File: config.mk
export PLATFORM = sky130hd
export DESIGN_NAME = tmr_timebase
export DESIGN_NICKNAME = d
export VERILOG_FILES = /design/src/rtl/tmr_pkg.sv /design/src/rtl/tmr_regs.sv /design/src/rtl/tmr_prescaler.sv /design/src/rtl/tmr_counter.sv /design/src/rtl/tmr_timebase.sv
export SDC_FILE = /design/constraint.sdc
export NUM_CORES = 1
export LEC_CHECK = 0
export BUFFER_PORTS_ARGS = -buffer_cell sky130_fd_sc_hd__buf_4
export CAP_MARGIN = 20
export CORE_MARGIN = 3
export CORE_UTILIZATION = 47
export CTS_CLUSTER_SIZE = 8
export DETAILED_ROUTE_END_ITERATION = 10
export MAX_ROUTING_LAYER = met4
export PLACE_DENSITY_LB_ADDON = 0.15
export SLEW_MARGIN = 20
export SYNTH_ARGS = -nofsm -noshare
export SYNTH_HDL_FRONTEND = slang
export SYNTH_SLANG_ARGS = --single-unit
File: constraint.sdc
create_clock -name clk -period 4.14 [get_ports clk]
set_clock_uncertainty 0.1 [all_clocks]
set_input_delay 0.207 -clock clk [delete_from_list [all_inputs] [get_ports clk]]
set_output_delay 0.207 -clock clk [all_outputs]
set_load 0.05 [all_outputs]
File: src/rtl/tmr_pkg.sv
package tmr_pkg;
    localparam int AW = 3;

    localparam logic [AW-1:0] A_CTRL = 3'd0;
    localparam logic [AW-1:0] A_IEN  = 3'd1;
    localparam logic [AW-1:0] A_STAT = 3'd2;
    localparam logic [AW-1:0] A_EVT  = 3'd3;
    localparam logic [AW-1:0] A_CNT  = 3'd4;
    localparam logic [AW-1:0] A_PSC  = 3'd5;
    localparam logic [AW-1:0] A_RLD  = 3'd6;

    localparam int CB_RUN  = 0;
    localparam int CB_UDIS = 1;
    localparam int CB_URS  = 2;
    localparam int CB_OPM  = 3;
    localparam int CB_DOWN = 4;
    localparam int CB_ARPE = 7;

    typedef struct packed {
        logic arpe;
        logic down;
        logic opm;
        logic urs;
        logic udis;
        logic run;
    } tmr_ctrl_t;
endpackage

File: src/rtl/tmr_regs.sv
module tmr_regs
    import tmr_pkg::*;
#(
    parameter int CW = 16,
    parameter logic [CW-1:0] RLD_RST = '1
) (
    input  logic          clk,
    input  logic          rst_n,
    input  logic          wr_en,
    input  logic [AW-1:0] wr_addr,
    input  logic [CW-1:0] wr_data,
    input  logic          uev,
    input  logic          flag_set,
    output tmr_ctrl_t     ctrl,
    output logic          ien,
    output logic          flag,
    output logic [CW-1:0] psc_pre,
    output logic [CW-1:0] psc_act,
    output logic [CW-1:0] arr_pre,
    output logic [CW-1:0] reload_eff
);
    typedef struct packed {
        tmr_ctrl_t     ctrl;
        logic          ien;
        logic          flag;
        logic [CW-1:0] psc_pre;
        logic [CW-1:0] psc_act;
        logic [CW-1:0] arr_pre;
        logic [CW-1:0] arr_sh;
    } regs_t;

    regs_t st_d, st_q;
    logic  ctrl_wr;

    always_comb begin
        st_d    = st_q;
        ctrl_wr = wr_en && (wr_addr == A_CTRL);
        if (wr_en) begin
            unique case (wr_addr)
                A_CTRL: begin
                    st_d.ctrl.run  = wr_data[CB_RUN];
                    st_d.ctrl.udis = wr_data[CB_UDIS];
                    st_d.ctrl.urs  = wr_data[CB_URS];
                    st_d.ctrl.opm  = wr_data[CB_OPM];
                    st_d.ctrl.down = wr_data[CB_DOWN];
                    st_d.ctrl.arpe = wr_data[CB_ARPE];
                end
                A_IEN:  st_d.ien = wr_data[0];
                A_STAT: if (!wr_data[0]) st_d.flag = 1'b0;
                A_PSC:  st_d.psc_pre = wr_data;
                A_RLD:  st_d.arr_pre = wr_data;
                default: ;
            endcase
        end
        if (uev) begin
            st_d.psc_act = st_q.psc_pre;
            st_d.arr_sh  = st_q.arr_pre;
            if (st_q.ctrl.opm && !ctrl_wr) st_d.ctrl.run = 1'b0;
        end
        if (flag_set) st_d.flag = 1'b1;
    end

    always_ff @(posedge clk or negedge rst_n) begin
        if (!rst_n) begin
            st_q         <= '0;
            st_q.arr_pre <= RLD_RST;
            st_q.arr_sh  <= RLD_RST;
        end else begin
            st_q <= st_d;
        end
    end

    assign ctrl       = st_q.ctrl;
    assign ien        = st_q.ien;
    assign flag       = st_q.flag;
    assign psc_pre    = st_q.psc_pre;
    assign psc_act    = st_q.psc_act;
    assign arr_pre    = st_q.arr_pre;
    assign reload_eff = st_q.ctrl.arpe ? st_q.arr_sh : st_q.arr_pre;
endmodule

File: src/rtl/tmr_prescaler.sv
module tmr_prescaler #(
    parameter int CW = 16
) (
    input  logic          clk,
    input  logic          rst_n,
    input  logic          run,
    input  logic          clr,
    input  logic [CW-1:0] psc_act,
    output logic          tick
);
    typedef struct packed {
        logic [CW-1:0] phase;
    } psc_t;

    psc_t st_d, st_q;

    always_comb begin
        st_d = st_q;
        tick = run && (st_q.phase >= psc_act);
        if (clr) begin
            st_d.phase = '0;
        end else if (run) begin
            st_d.phase = tick ? '0 : st_q.phase + 1'b1;
        end
    end

    always_ff @(posedge clk or negedge rst_n) begin
        if (!rst_n) st_q <= '0;
        else        st_q <= st_d;
    end
endmodule

File: src/rtl/tmr_counter.sv
module tmr_counter #(
    parameter int CW = 16
) (
    input  logic          clk,
    input  logic          rst_n,
    input  logic          tick,
    input  logic          down,
    input  logic [CW-1:0] reload_eff,
    input  logic [CW-1:0] reload_new,
    input  logic          sw_reset,
    input  logic          ld,
    input  logic [CW-1:0] ld_val,
    output logic [CW-1:0] cnt,
    output logic          wrap_evt
);
    typedef struct packed {
        logic [CW-1:0] cnt;
    } cnt_t;

    cnt_t st_d, st_q;
    logic at_end;

    always_comb begin
        st_d     = st_q;
        at_end   = down ? (st_q.cnt == '0) : (st_q.cnt >= reload_eff);
        wrap_evt = tick && at_end;
        if (ld) begin
            st_d.cnt = ld_val;
        end else if (sw_reset) begin
            st_d.cnt = down ? reload_new : '0;
        end else if (tick) begin
            if (at_end) st_d.cnt = down ? reload_new : '0;
            else        st_d.cnt = down ? st_q.cnt - 1'b1 : st_q.cnt + 1'b1;
        end
    end

    always_ff @(posedge clk or negedge rst_n) begin
        if (!rst_n) st_q <= '0;
        else        st_q <= st_d;
    end

    assign cnt = st_q.cnt;
endmodule

File: src/rtl/tmr_timebase.sv
module tmr_timebase
    import tmr_pkg::*;
#(
    parameter int CW = 16,
    parameter logic [CW-1:0] RLD_RST = '1
) (
    input  logic          clk,
    input  logic          rst_n,
    input  logic          wr_en,
    input  logic [2:0]    wr_addr,
    input  logic [CW-1:0] wr_data,
    input  logic [2:0]    rd_addr,
    output logic [CW-1:0] rd_data,
    output logic [CW-1:0] count_o,
    output logic          upd_evt,
    output logic          upd_flag,
    output logic          upd_irq
);
    tmr_ctrl_t     ctrl;
    logic          ien, flag, tick, ovf, sw_ug, uev, flag_set, cnt_ld;
    logic [CW-1:0] psc_pre, psc_act, arr_pre, reload_eff, reload_new, cnt;

    always_comb begin
        sw_ug      = wr_en && (wr_addr == A_EVT) && wr_data[0];
        cnt_ld     = wr_en && (wr_addr == A_CNT);
        uev        = (ovf || sw_ug) && !ctrl.udis;
        flag_set   = uev && (!ctrl.urs || ovf);
        reload_new = uev ? arr_pre : reload_eff;
    end

    tmr_regs #(.CW(CW), .RLD_RST(RLD_RST)) i_regs (
        .clk       (clk),
        .rst_n     (rst_n),
        .wr_en     (wr_en),
        .wr_addr   (wr_addr),
        .wr_data   (wr_data),
        .uev       (uev),
        .flag_set  (flag_set),
        .ctrl      (ctrl),
        .ien       (ien),
        .flag      (flag),
        .psc_pre   (psc_pre),
        .psc_act   (psc_act),
        .arr_pre   (arr_pre),
        .reload_eff(reload_eff)
    );

    tmr_prescaler #(.CW(CW)) i_psc (
        .clk    (clk),
        .rst_n  (rst_n),
        .run    (ctrl.run),
        .clr    (uev),
        .psc_act(psc_act),
        .tick   (tick)
    );

    tmr_counter #(.CW(CW)) i_cnt (
        .clk       (clk),
        .rst_n     (rst_n),
        .tick      (tick),
        .down      (ctrl.down),
        .reload_eff(reload_eff),
        .reload_new(reload_new),
        .sw_reset  (sw_ug && !ctrl.udis),
        .ld        (cnt_ld),
        .ld_val    (wr_data),
        .cnt       (cnt),
        .wrap_evt  (ovf)
    );

    always_comb begin
        rd_data = '0;
        unique case (rd_addr)
            A_CTRL: begin
                rd_data[CB_RUN]  = ctrl.run;
                rd_data[CB_UDIS] = ctrl.udis;
                rd_data[CB_URS]  = ctrl.urs;
                rd_data[CB_OPM]  = ctrl.opm;
                rd_data[CB_DOWN] = ctrl.down;
                rd_data[CB_ARPE] = ctrl.arpe;
            end
            A_IEN:  rd_data[0] = ien;
            A_STAT: rd_data[0] = flag;
            A_CNT:  rd_data = cnt;
            A_PSC:  rd_data = psc_pre;
            A_RLD:  rd_data = arr_pre;
            default: rd_data = '0;
        endcase
    end

    assign count_o  = cnt;
    assign upd_evt  = uev;
    assign upd_flag = flag;
    assign upd_irq  = flag && ien;
endmodule

Word level (Yosys, flattened, before mapping)
Index checks and enable logic that the tools add are counted. Widths: inputs -> output; s select.

Bits in registers: 104.

Reductions and logical operators: 28. Eq/ne operators: 12. Muxes and demuxes: 26. Order comparisons: 2. Add/sub/neg operators: 3.

Operator list (count): $mux 16 (12); $add 16x1->16 const B (2); $ge 16x16->1 (2); $pmux 8 s3 (1); $mux 19 (1); $eq 3x3->1 const B (6); $logic_not 16->1 (1); $pmux 4 s4 (1); $sub 16x1->16 const B (1); $logic_and 1x1->1 (11); $eq 3x2->1 const B (3); $mux 1 (8); $reduce_and 2->1 (4); $eq 3x1->1 const B (2); $logic_not 3->1 (2); $pmux 1 s6 (1); $pmux 2 s3 (1); $reduce_bool 2->1 (3); $pmux 1 s4 (1); $logic_not 1->1 (3); $reduce_and 3->1 (1); $reduce_bool 3->1 (1); $logic_or 1x1->1 (2); $ne 2x1->1 const B (1).

Logic depth before layout (Yosys ltp)
Gate-level depths: netlist of run 1.

Depth in word-level cells: 12. Mapped depth: 16. Depth with buffers taken out: 11.

Modules after synthesis
From an unflattened synthesis of run 1, not the netlist that was laid out.

Cells, all modules: 736. Area total of the unflattened synthesis: 7572.3 µm².

By module, submodules not included: tmr_regs (cells an instance 230, instances 1, seq. area each 1841.8 µm², area an instance 3467.1 µm²); tmr_counter (cells an instance 254, instances 1, seq. area each 400.4 µm², area an instance 2011.9 µm²); tmr_prescaler (cells an instance 150, instances 1, seq. area each 400.4 µm², area an instance 1290.0 µm²); tmr_timebase (cells an instance 102, instances 1, seq. area each 0.0 µm², area an instance 803.3 µm²).

Worst setup path before layout of run 1
OpenSTA, ideal clock, no wires.

Kind: reg-to-reg. Start point: register i_regs.st_q (netlist bit i_regs.ctrl[5]). End point: register i_regs.st_q (netlist bit i_regs.psc_act[0]). Buffers on the path: 5. Clock period less this slack: 3.425 ns. Stages on the path, launching flop included: 16. Path slack: 0.715 ns. Data required time: 3.923 ns. Data arrival time: 3.208 ns. Cells stage by stage: dfrtp_1 clkbuf_1 buf_1 mux2i_1 ha_1 a2111oi_0 o21a_1 o21ai_2 nor4bb_1 buf_6 nor2_2 inv_2 buf_4 buf_4 nand2_1 nand2_1.

Cells in the longest elaborated chain, start to end: 6.

Ends and longest elaborated chain: start, declared (line tmr_regs.sv:32) `regs_t st_d, st_q;`; start signal, assigned (line tmr_regs.sv:69) `st_q <= st_d;`; $mux 16 (line tmr_regs.sv:79) `assign reload_eff = st_q.ctrl.arpe ? st_q.arr_sh : st_q.arr_pre;`; $ge 16x16->1 (line tmr_counter.sv:25) `at_end = down ? (st_q.cnt == '0) : (st_q.cnt >= reload_eff);`; $mux 1 (line tmr_counter.sv:25); $logic_and 1x1->1 (line tmr_counter.sv:26) `wrap_evt = tick && at_end;`; $logic_or 1x1->1 (line tmr_timebase.sv:26) `uev = (ovf || sw_ug) && !ctrl.udis;`; $logic_and 1x1->1 (line tmr_timebase.sv:26); named net upd_evt (line tmr_timebase.sv:15) `output logic upd_evt,`.

The timed path passes the listed nets, and every way through them passes these cells. A chain may end at the register's enable or synchronous reset.

Worst setup path after layout of run 1
Start point: register i_regs.st_q (netlist bit i_regs.ctrl[5]). End point: output upd_evt.

Cells in the longest elaborated chain, start to end: 6.

Ends and longest elaborated chain (line): $mux 16 (tmr_regs.sv:79); $ge 16x16->1 (tmr_counter.sv:25); $mux 1 (tmr_counter.sv:25); $logic_and 1x1->1 (tmr_counter.sv:26); $logic_or 1x1->1 (tmr_timebase.sv:26); $logic_and 1x1->1 (tmr_timebase.sv:26); end, declared (tmr_timebase.sv:15).

Every way passes these cells.

==> reports/metrics.csv, run 1 <==
metric,value,unit
outcome,"finished, final reports clean",
placed_cells,934,
yosysWarnings,0,
yosysSeqAreaShare,39.3,%
n_antenna_cell,0,
dieArea,15800,um2
fp-row-count,43,
via_per_inst,5.97,
io_pins,60,
cts_setup_buffers,0,
routed-via-count,5682,
syn-num-nets,788,
synth-async-reset-ratio,100,%
slew_headroom,38.6,%
p_leak,3.46,nW
path_clk_slew,0.07,ns
cts_tree,done,
finalSetupViolations,0,
cp.required,3.83,ns
setup_slack,0.275,ns
post-route-util,54.9,%
synth_top_flop_cell,dfrtp_1,
core-area,13900,um2
drive_above_1_share,21.9,%
critPathCaptureType,primary output,
drt_iter0_markers,537,
max-vdd-ir-drop,0.380,mV
preCtsSetupSlack,0.257,ns
hold_violations,0,
syn_inst,715,
max_slew.worst_pin.slew,0.919,ns
power_density,569,nW/um2
multi_input_area,3850,um2
die_y,126,um
grt_max_degree,71,
synth_top_cell_area_share,26.8,%
worst-setup-path-type,reg -> out,
drtPass1Iterations,5,
cp-start-kind,flip-flop,
period_needed,3.86,ns
cts_root_buf,clkbuf_16,
critical_path_arrival,3.56,ns
mappedNetlistArea,6730,um2
grt_pass1_wl,31100,um
wirelength,19600,um
synth-edff-count,0,
antenna_found_initial,0,
hp-class,in -> reg,
synth_area_per_cell,9.41,um2
worstSkewPairLatency,0.36,ns
gr-total-overflow,0,
rsz0062_at_grt,no,
final.period_utilization,93.4,%
crit_fanout,24,
grt_pass1_vias,5502,
cts_inserted_buffers,9,
grt_usage,25.8,%
area_delta_synth_final,13.7,%
cap_violations,0,
avgRoutedWirePerCell,20.6,um
layout_common_cells,"nand2_1, dfrtp_1, buf_4",
synth_largest_area_cell,dfrtp_1,
synth.distinct_cells,70,
fin_setup_tns,0,ns
synth_seq_cells,104,
report.final.slew_viol_count,0,
fin_nets,840,
portBuffers,59,
clock_sinks,104,
nFillCells,1284,
layout_commonest_cell,nand2_1,
clockBufferDepth,2,
fmax,0.259,GHz
remaining_drc_errors,0,
die_w,126,um
ys_top_cells_by_area,"dfrtp_1, dfstp_2, ha_1, mux2_2, nand2_1",
routabilityCongestion,0.922,
stdcell_count,952,
fin_total_pwr,0.00435,W
dp.final_hpwl,14500,um
ant_nets,0,
h-tree-depth,3,
final-seq-area,2640,um2
initial_core_util,48.3,%
## stage by stage
stage	cell area, um2	hold WS [ns]
2_1_floorplan	6730	-0.189
3_3_place_gp	7350	0.275
3_5_place_dp	7350	0.289
4_1_cts	7650	0.000118
5_1_grt	7650	0.00179
6_report	7650	0.0155
## synthesized netlist by cell type (all sizes together), types with 6 or more instances
library cell,number
o21a,6
nor2b,7
nor2,36
nand2b,6
buf,8
mux2,41
and3,7
or3,16
dfstp,32
xor2,17
and2,18
a21oi,28
nand4,8
nand3,15
inv,29
mux2i,28
a22oi,6
clkbuf,22
nor3,16
xnor2,8
ha,47
nand2,104
o21ai,69
dfrtp,72
## sequential cells by signal, summed over array words and instances (netlist names)
signal          cells
i_cnt.cnt          16
i_psc.st_q         16
i_regs.arr_pre     16
i_regs.ctrl         6
i_regs.flag         1
i_regs.ien          1
i_regs.psc_act     16
i_regs.psc_pre     16
i_regs.st_q        16
## cells by family after synthesis
| kind of cell | Yosys count | share of synthesized area, % |
|---|---|---|
| XOR/XNOR | 25 | 3.25 |
| adder cells (fa/ha/maj) | 48 | 9.04 |
| multiplexers | 70 | 11.4 |
| buffers and inverters | 59 | 3.61 |
| AO/OA/AOI/OAI | 163 | 15.8 |
| AND/OR/NAND/NOR | 246 | 17.7 |
| flip-flops | 104 | 39.3 |
## power breakdown
part / switching, W / total, W / internal [W]
registers: 0.000318 / 0.00163 / 0.00131
logic: 0.00112 / 0.00191 / 0.000792
clock network: 0.000390 / 0.000817 / 0.000427
total: 0.00182 / 0.00435 / 0.00253
## final timing paths
kind	from	endpoint	slack, ns	cells after the start
worst max-delay path	i_regs.ctrl[5]	upd_evt	0.28	10
worst min-delay path	wr_data[6]	i_regs.psc_pre[6]	0.02	2
worst max register to register	i_regs.ctrl[5]	i_regs.psc_act[12]	0.56	12
worst min register to register	i_regs.st_q[3]	i_regs.st_q[3]	0.36	2
max in group asynchronous	rst_n	i_regs.arr_pre[1]	2.50	3
min in group asynchronous	rst_n	i_psc.st_q[3]	0.41	2
## timing repair
action / CTS / global route
hold buffers: 2 / 0
hold endpoints to repair: 49 / 0
gates resized for setup: 1 / 0
endpoints found under the setup margin: 1 / 0
## cell type report
cell class                 count  area share (%)
multi-input combinational    552            50.4
sequential                   104            34.5
timing repair buffer          71            7.20
clock buffer                  14            3.32
tap                          180            2.94
inverter                      29            1.42
clock inverter                 2           0.213
## worst max-delay path, stage by stage, from the launching register on
cell and delay (ns):
dfrtp_1 0.47, buf_4 0.31, mux2i_1 0.27, ha_1 0.27
a2111oi_0 0.41, o21a_1 0.22, o21ai_2 0.09, nor4bb_1 0.17
nor2_4 0.51, inv_2 0.23, buf_4 0.25
## routing by layer
| layer | vias up | routed length [um] | GRT usage, % |
|---|---|---|---|
| met2 | 153 | 9140 | 39.2 |
| li1 | 2661 | - | - |
| met3 | 26 | 1070 | 5.00 |
| met4 | 0 | 324 | 6.82 |
| met5 | - | 0 | - |
| met1 | 2842 | 9040 | 35.7 |
No activity file was read; power rests on OpenSTA's default activity.
==> run 2, diff against run 1 <==
--- a/config.mk
+++ b/config.mk
@@ -7,8 +7,8 @@
 export LEC_CHECK = 0
 export BUFFER_PORTS_ARGS = -buffer_cell sky130_fd_sc_hd__buf_4
 export CAP_MARGIN = 20
-export CORE_MARGIN = 3
-export CORE_UTILIZATION = 47
+export CORE_MARGIN = 5
+export CORE_UTILIZATION = 49
 export CTS_CLUSTER_SIZE = 8
 export DETAILED_ROUTE_END_ITERATION = 10
 export MAX_ROUTING_LAYER = met4
@@ -16,4 +16,5 @@
 export SLEW_MARGIN = 20
 export SYNTH_ARGS = -nofsm -noshare
 export SYNTH_HDL_FRONTEND = slang
+export SYNTH_HIERARCHICAL = 1
 export SYNTH_SLANG_ARGS = --single-unit
==> run 2 against run 1 <==
Design area is 7.2% higher; area after synthesis is 13% higher; critical endpoint is now i_cnt/cnt[10]; highest routed layer unchanged; largest cell class unchanged; critical path depth is 3 higher; flip-flop and latch count stayed put; largest power group unchanged; count of clock-buffer cells in the layout is 3 lower; die area is 14% higher; synthesized cell count is 2.9% higher; routed wire length is 3.0% lower.
==> reports/metrics.csv, run 2 <==
metric,value,unit
worstSkewPairLatency,0.35,ns
grt_pass1_vias,5855,
io_pins,60,
cts_root_buf,clkbuf_16,
cap_violations,0,
avgRoutedWirePerCell,20.2,um
rsz0062_at_grt,no,
preCtsSetupSlack,-0.173,ns
syn-num-nets,809,
synth_seq_cells,104,
multi_input_area,4230,um2
cts_setup_buffers,0,
report.final.slew_viol_count,0,
yosysWarnings,6,
cts_inserted_buffers,9,
critPathCaptureType,flip-flop,
clock_sinks,104,
synth.distinct_cells,75,
cp.required,4.26,ns
wirelength,19000,um
via_per_inst,6.01,
portBuffers,59,
max-vdd-ir-drop,0.549,mV
synth_area_per_cell,10.3,um2
routabilityCongestion,0.858,
cts_tree,done,
worstPathCellList,ha_1 > nand4_1 > or3_4 > a2111oi_4 > nor3_1 > nor2b_2 > o211a_1 > nand2b_1 > o21ai_4 > buf_12 > mux2_4 > a222oi_1 > o21ai_0,
grt_pass1_wl,31200,um
grt_use_met2,36.1,%
syn_inst,736,
nFillCells,1351,
met1_usage,29.4,%
gr-total-overflow,0,
busiest_layer,met2,
remaining_drc_errors,0,
synth-async-reset-ratio,100,%
cp-start-kind,flip-flop,
path_clk_slew,0.07,ns
area_delta_synth_final,8.31,%
drive_above_1_share,35.2,%
grt_usage,22.3,%
fin_nets,818,
synth_top_cell_area_share,23.8,%
routed-via-count,5633,
layout_common_cells,"mux2_2, buf_4, dfrtp_1",
ys_top_cells_by_area,"dfrtp_1, mux2_2, dfstp_2, ha_1, mux2_4",
final-seq-area,2640,um2
dp.final_hpwl,13800,um
ant_nets,0,
p_leak,3.64,nW
finalSetupViolations,0,
h-tree-depth,3,
max_slew.worst_pin.slew,1.12,ns
r2r_cells,13,
core-area,15200,um2
critPathMaxStageDelay,0.46,ns
endpoint,i_cnt/cnt[10],
mappedNetlistArea,7570,um2
initial_core_util,49.8,%
power_density,690,nW/um2
fmax,0.258,GHz
die_y,134,um
synth_top_flop_cell,dfrtp_1,
clockBufferDepth,2,
critical_path_arrival,4.00,ns
n_antenna_cell,0,
crit_fanout,29,
period_needed,3.88,ns
fp-row-count,45,
synth_largest_area_cell,dfrtp_1,
drtPass1Iterations,6,
worst-setup-path-type,reg -> reg,
final.period_utilization,93.7,%
critPathSlowestCell,or3_4,
yosysSeqAreaShare,34.9,%
fin_total_pwr,0.00566,W
timing.hold.ws,0.0131,ns
synth_commonest_cells,"mux2_2, dfrtp_1, nand2_1, buf_4",
slew_headroom,25.4,%
die_w,134,um
hp-class,in -> reg,
startpoint,i_psc/st_q[13],
outcome,"finished, final reports clean",
r2r_start,i_psc/st_q[13],
synth_most_common_cell,mux2_2,
hold_violations,0,
post-route-util,54.0,%
antenna_found_initial,0,
dieArea,18000,um2
drt_iter0_markers,431,
grt_max_degree,76,
rrSetupSlack,0.26,ns
setup_slack,0.263,ns
layout_commonest_cell,mux2_2,
r2r_end,i_cnt/cnt[10],
synth-edff-count,0,
grtUsageMet3,2.36,%
## run 2: per-stage QoR
step / setup TNS [ns] / cell area [um2] / std cells
6_report: 0 / 8200 / 938
5_1_grt: 0 / 8200 / 938
4_1_cts: 0 / 8180 / 938
3_5_place_dp: -0.602 / 7830 / 920
3_3_place_gp: -0.157 / 7830 / 919
2_1_floorplan: 0 / 7570 / 736
## run 2: power breakdown
part	internal, W	total (W)	switching [W]
Combinational	0.00128	0.00293	0.00165
Sequential	0.00144	0.00185	0.000414
Clock	0.000485	0.000876	0.000391
## run 2: cell type report
class / count / area share (%)
flip-flops and latches: 104 / 32.2
multi-input cells: 506 / 51.6
inverters: 47 / 2.15
clock inverters: 5 / 0.686
well taps: 188 / 2.87
clock buffers: 11 / 2.96
repair buffers: 77 / 7.51
## run 2: cells by family after synthesis
logic type / after synthesis / share of synthesized area, %
DFF: 104 / 34.9
and+or+nand+nor: 177 / 12.9
adders and majority gates: 48 / 8.03
AOI/OAI and AO/OA: 151 / 14.1
buffers and inverters: 126 / 9.65
xor gates and xnor gates: 7 / 0.810
muxes: 123 / 19.6
## run 2: worst min-delay path by stage
stage,startpoint,end,depth (start not counted)
detailed placement,rst_n,i_psc/st_q[14],1
CTS,wr_data[10],i_regs/arr_pre[10],2
global placement,rst_n,i_psc/st_q[14],1
finish,wr_data[10],i_regs/arr_pre[10],2
floorplan,rst_n,i_cnt/cnt[0],0
global route,wr_data[14],i_regs/arr_pre[14],2
## run 2: worst max-delay path: cells and delay by family (launching register included)
| family | cells | cell delay (ns) |
|---|---|---|
| AO/OA/AOI/OAI | 5 | 1.17 |
| adder cells (fa/ha/maj) | 1 | 0.35 |
| AND/OR/NAND/NOR | 5 | 1.09 |
| multiplexers | 1 | 0.32 |
| flip-flops | 1 | 0.45 |
| buffers and inverters | 1 | 0.25 |
## run 2: per-layer routing
layer	wire length (um)	up-vias
li1	-	2668
met1	8710	2829
met2	9360	115
met3	573	21
met4	341	0
met5	0	-
## run 2: timing repair
item | CTS | global route
setup endpoints to repair | 10 | 12
gates resized for setup | 1 | 5
hold endpoints to repair | 56 | 0
gates cloned | 1 | 0
hold buffers | 1 | 0
==> run 3, diff against run 2 <==
--- a/config.mk
+++ b/config.mk
@@ -13,6 +13,7 @@
 export DETAILED_ROUTE_END_ITERATION = 10
 export MAX_ROUTING_LAYER = met4
 export PLACE_DENSITY_LB_ADDON = 0.15
+export SETUP_SLACK_MARGIN = 0.5
 export SLEW_MARGIN = 20
 export SYNTH_ARGS = -nofsm -noshare
 export SYNTH_HDL_FRONTEND = slang
==> constraint.sdc (replaced) <==
create_clock -name clk -period 4.14 [get_ports clk]
set_clock_uncertainty 0.1 [all_clocks]
set_input_delay 0.207 -clock clk [delete_from_list [all_inputs] [get_ports clk]]
set_output_delay 0.207 -clock clk [all_outputs]
set_load 0.1 [all_outputs]
==> run 3 against run 2 <==
Register-to-register slack better by 0.29 ns; largest cell class unchanged; global-route usage is 0.13 points higher; routed wire length is 3.1% higher; critical endpoint is now i_cnt/cnt[14].
==> reports/metrics.csv, run 3 (synthesized netlist as in run 2, its figures left out) <==
metric,value,unit
outcome,"finished, final reports clean",
critPathCaptureType,flip-flop,
grt_use_met2,36.1,%
critical_path_arrival,3.71,ns
layout_common_cells,"buf_4, mux2_2, nand2_1",
area_delta_synth_final,13.9,%
max-vdd-ir-drop,0.658,mV
fp-row-count,45,
crit_fanout,7,
n_antenna_cell,0,
worstPathCellList,ha_4 > nand4_1 > or3_4 > a2111oi_4 > nor3_4 > nor2b_4 > o211a_1 > nand2b_1 > o21ai_4 > buf_12 > mux2_4 > a222oi_1 > nand3_1,
path_buf_inv,1,
grt_pass1_wl,31400,um
startpoint,i_psc/st_q[12],
layout_commonest_cell,buf_4,
cts_root_buf,clkbuf_16,
wirelength,19600,um
avgRoutedWirePerCell,20.4,um
portBuffers,59,
met1_usage,29.7,%
r2r_start,i_psc/st_q[12],
grt_max_degree,47,
cp-start-kind,flip-flop,
grt_usage,22.5,%
cp.required,4.26,ns
io_pins,60,
finish.instance_area,8630,um2
drt_iter0_markers,379,
rsz0062_at_grt,yes,
hold_violations,0,
clock_sinks,104,
critPathSlowestCell,dfrtp_2,
dieArea,18000,um2
worst-setup-path-type,reg -> reg,
period_needed,3.59,ns
cap_violations,0,
path_clk_slew,0.07,ns
slew_headroom,30.5,%
hp-class,in -> reg,
grt_pass1_vias,5770,
fin_setup_tns,0,ns
max_slew.worst_pin.slew,1.04,ns
antenna_found_initial,0,
drive_above_1_share,41.0,%
via_per_inst,6.04,
busiest_layer,met2,
critPathTopFamily,compound AO/OA/AOI/OAI gates,
drtPass1Iterations,5,
clockBufferDepth,2,
power_density,740,nW/um2
hold_start,wr_data[9],
fin_total_pwr,0.00638,W
critPathMaxStageDelay,0.46,ns
die_y,134,um
p_leak,3.80,nW
grtUsageMet3,2.18,%
fmax,0.279,GHz
routed-via-count,5795,
ant_nets,0,
fin_nets,839,
core-area,15200,um2
nFillCells,1304,
die_w,134,um
final.period_utilization,86.7,%
worstSkewPairLatency,0.36,ns
remaining_drc_errors,0,
report.final.slew_viol_count,0,
finalSetupViolations,0,
dp.final_hpwl,13800,um
cts_tree,done,
initial_core_util,49.8,%
postPlaceCellArea,7910,um2
cts_inserted_buffers,9,
h-tree-depth,3,
routabilityCongestion,0.893,
gr-total-overflow,0,
run 3: cell count changes in the layout (fill, tap and decap cells not counted), moves of 4 or more:
| cell | previous run | this run |
|---|---|---|
| buf_4 | 73 | 92 |
| ha_1 | 47 | 43 |
| dfrtp_2 | 1 | 17 |
| o21ai_0 | 22 | 18 |
| dfrtp_1 | 71 | 54 |
| ha_4 | 0 | 4 |
run 3: area by class of cell:
cell class                      count  area (um2)  share of cell area (%)
Clock buffer                       11         233                    2.70
Clock inverter                      5         129                    1.49
Inverter                           47         176                    2.05
Multi-Input combinational cell    507        4370                    50.7
Sequential cell                   104        2670                    30.9
Tap cell                          188         235                    2.73
Timing Repair Buffer               97         811                    9.40
run 3: final timing paths:
kind,endpoint,slack [ns],depth (start not counted)
min in group asynchronous,i_regs/psc_pre[10],0.29,2
max in group asynchronous,i_cnt/cnt[6],2.65,3
worst max register to register,i_cnt/cnt[14],0.55,13
worst max-delay path,i_cnt/cnt[14],0.55,13
worst min-delay path,i_regs/arr_pre[9],0.01,2
worst min register to register,i_regs/psc_act[11],0.41,1
run 3: metrics by stage:
stage                     hold slack [ns]  util [%]  setup WS (ns)  std cells
after floorplan                    -0.189         -          0.389        736
after global placement              0.153      52.0          0.133        916
after detailed placement            0.155      52.0         0.0677        916
after CTS                         0.00452      55.3          0.500        940
after global routing              0.00686      56.7          0.402        959
final                              0.0142      56.7          0.551        959
run 3: power by group:
part / total [W] / switching (W) / internal, W / leakage (nW)
Sequential: 0.00189 / 0.000429 / 0.00146 / 1.21
Combinational: 0.00345 / 0.00211 / 0.00134 / 2.42
Clock: 0.00105 / 0.000392 / 0.000654 / 0.174
run 3: repair_timing:
item,CTS,global route
gates resized for setup,5,13
endpoints found under the hold margin,43,0
endpoints found under the setup margin,32,19
buffers inserted,5,17
hold buffers,1,0
cloned,2,2
pin swaps,3,15
run 3: layer usage:
| metal | vias up | routed length (um) |
|---|---|---|
| met5 | - | 0 |
| met2 | 123 | 9530 |
| li1 | 2715 | - |
| met1 | 2925 | 9140 |
| met3 | 32 | 505 |
| met4 | 0 | 391 |
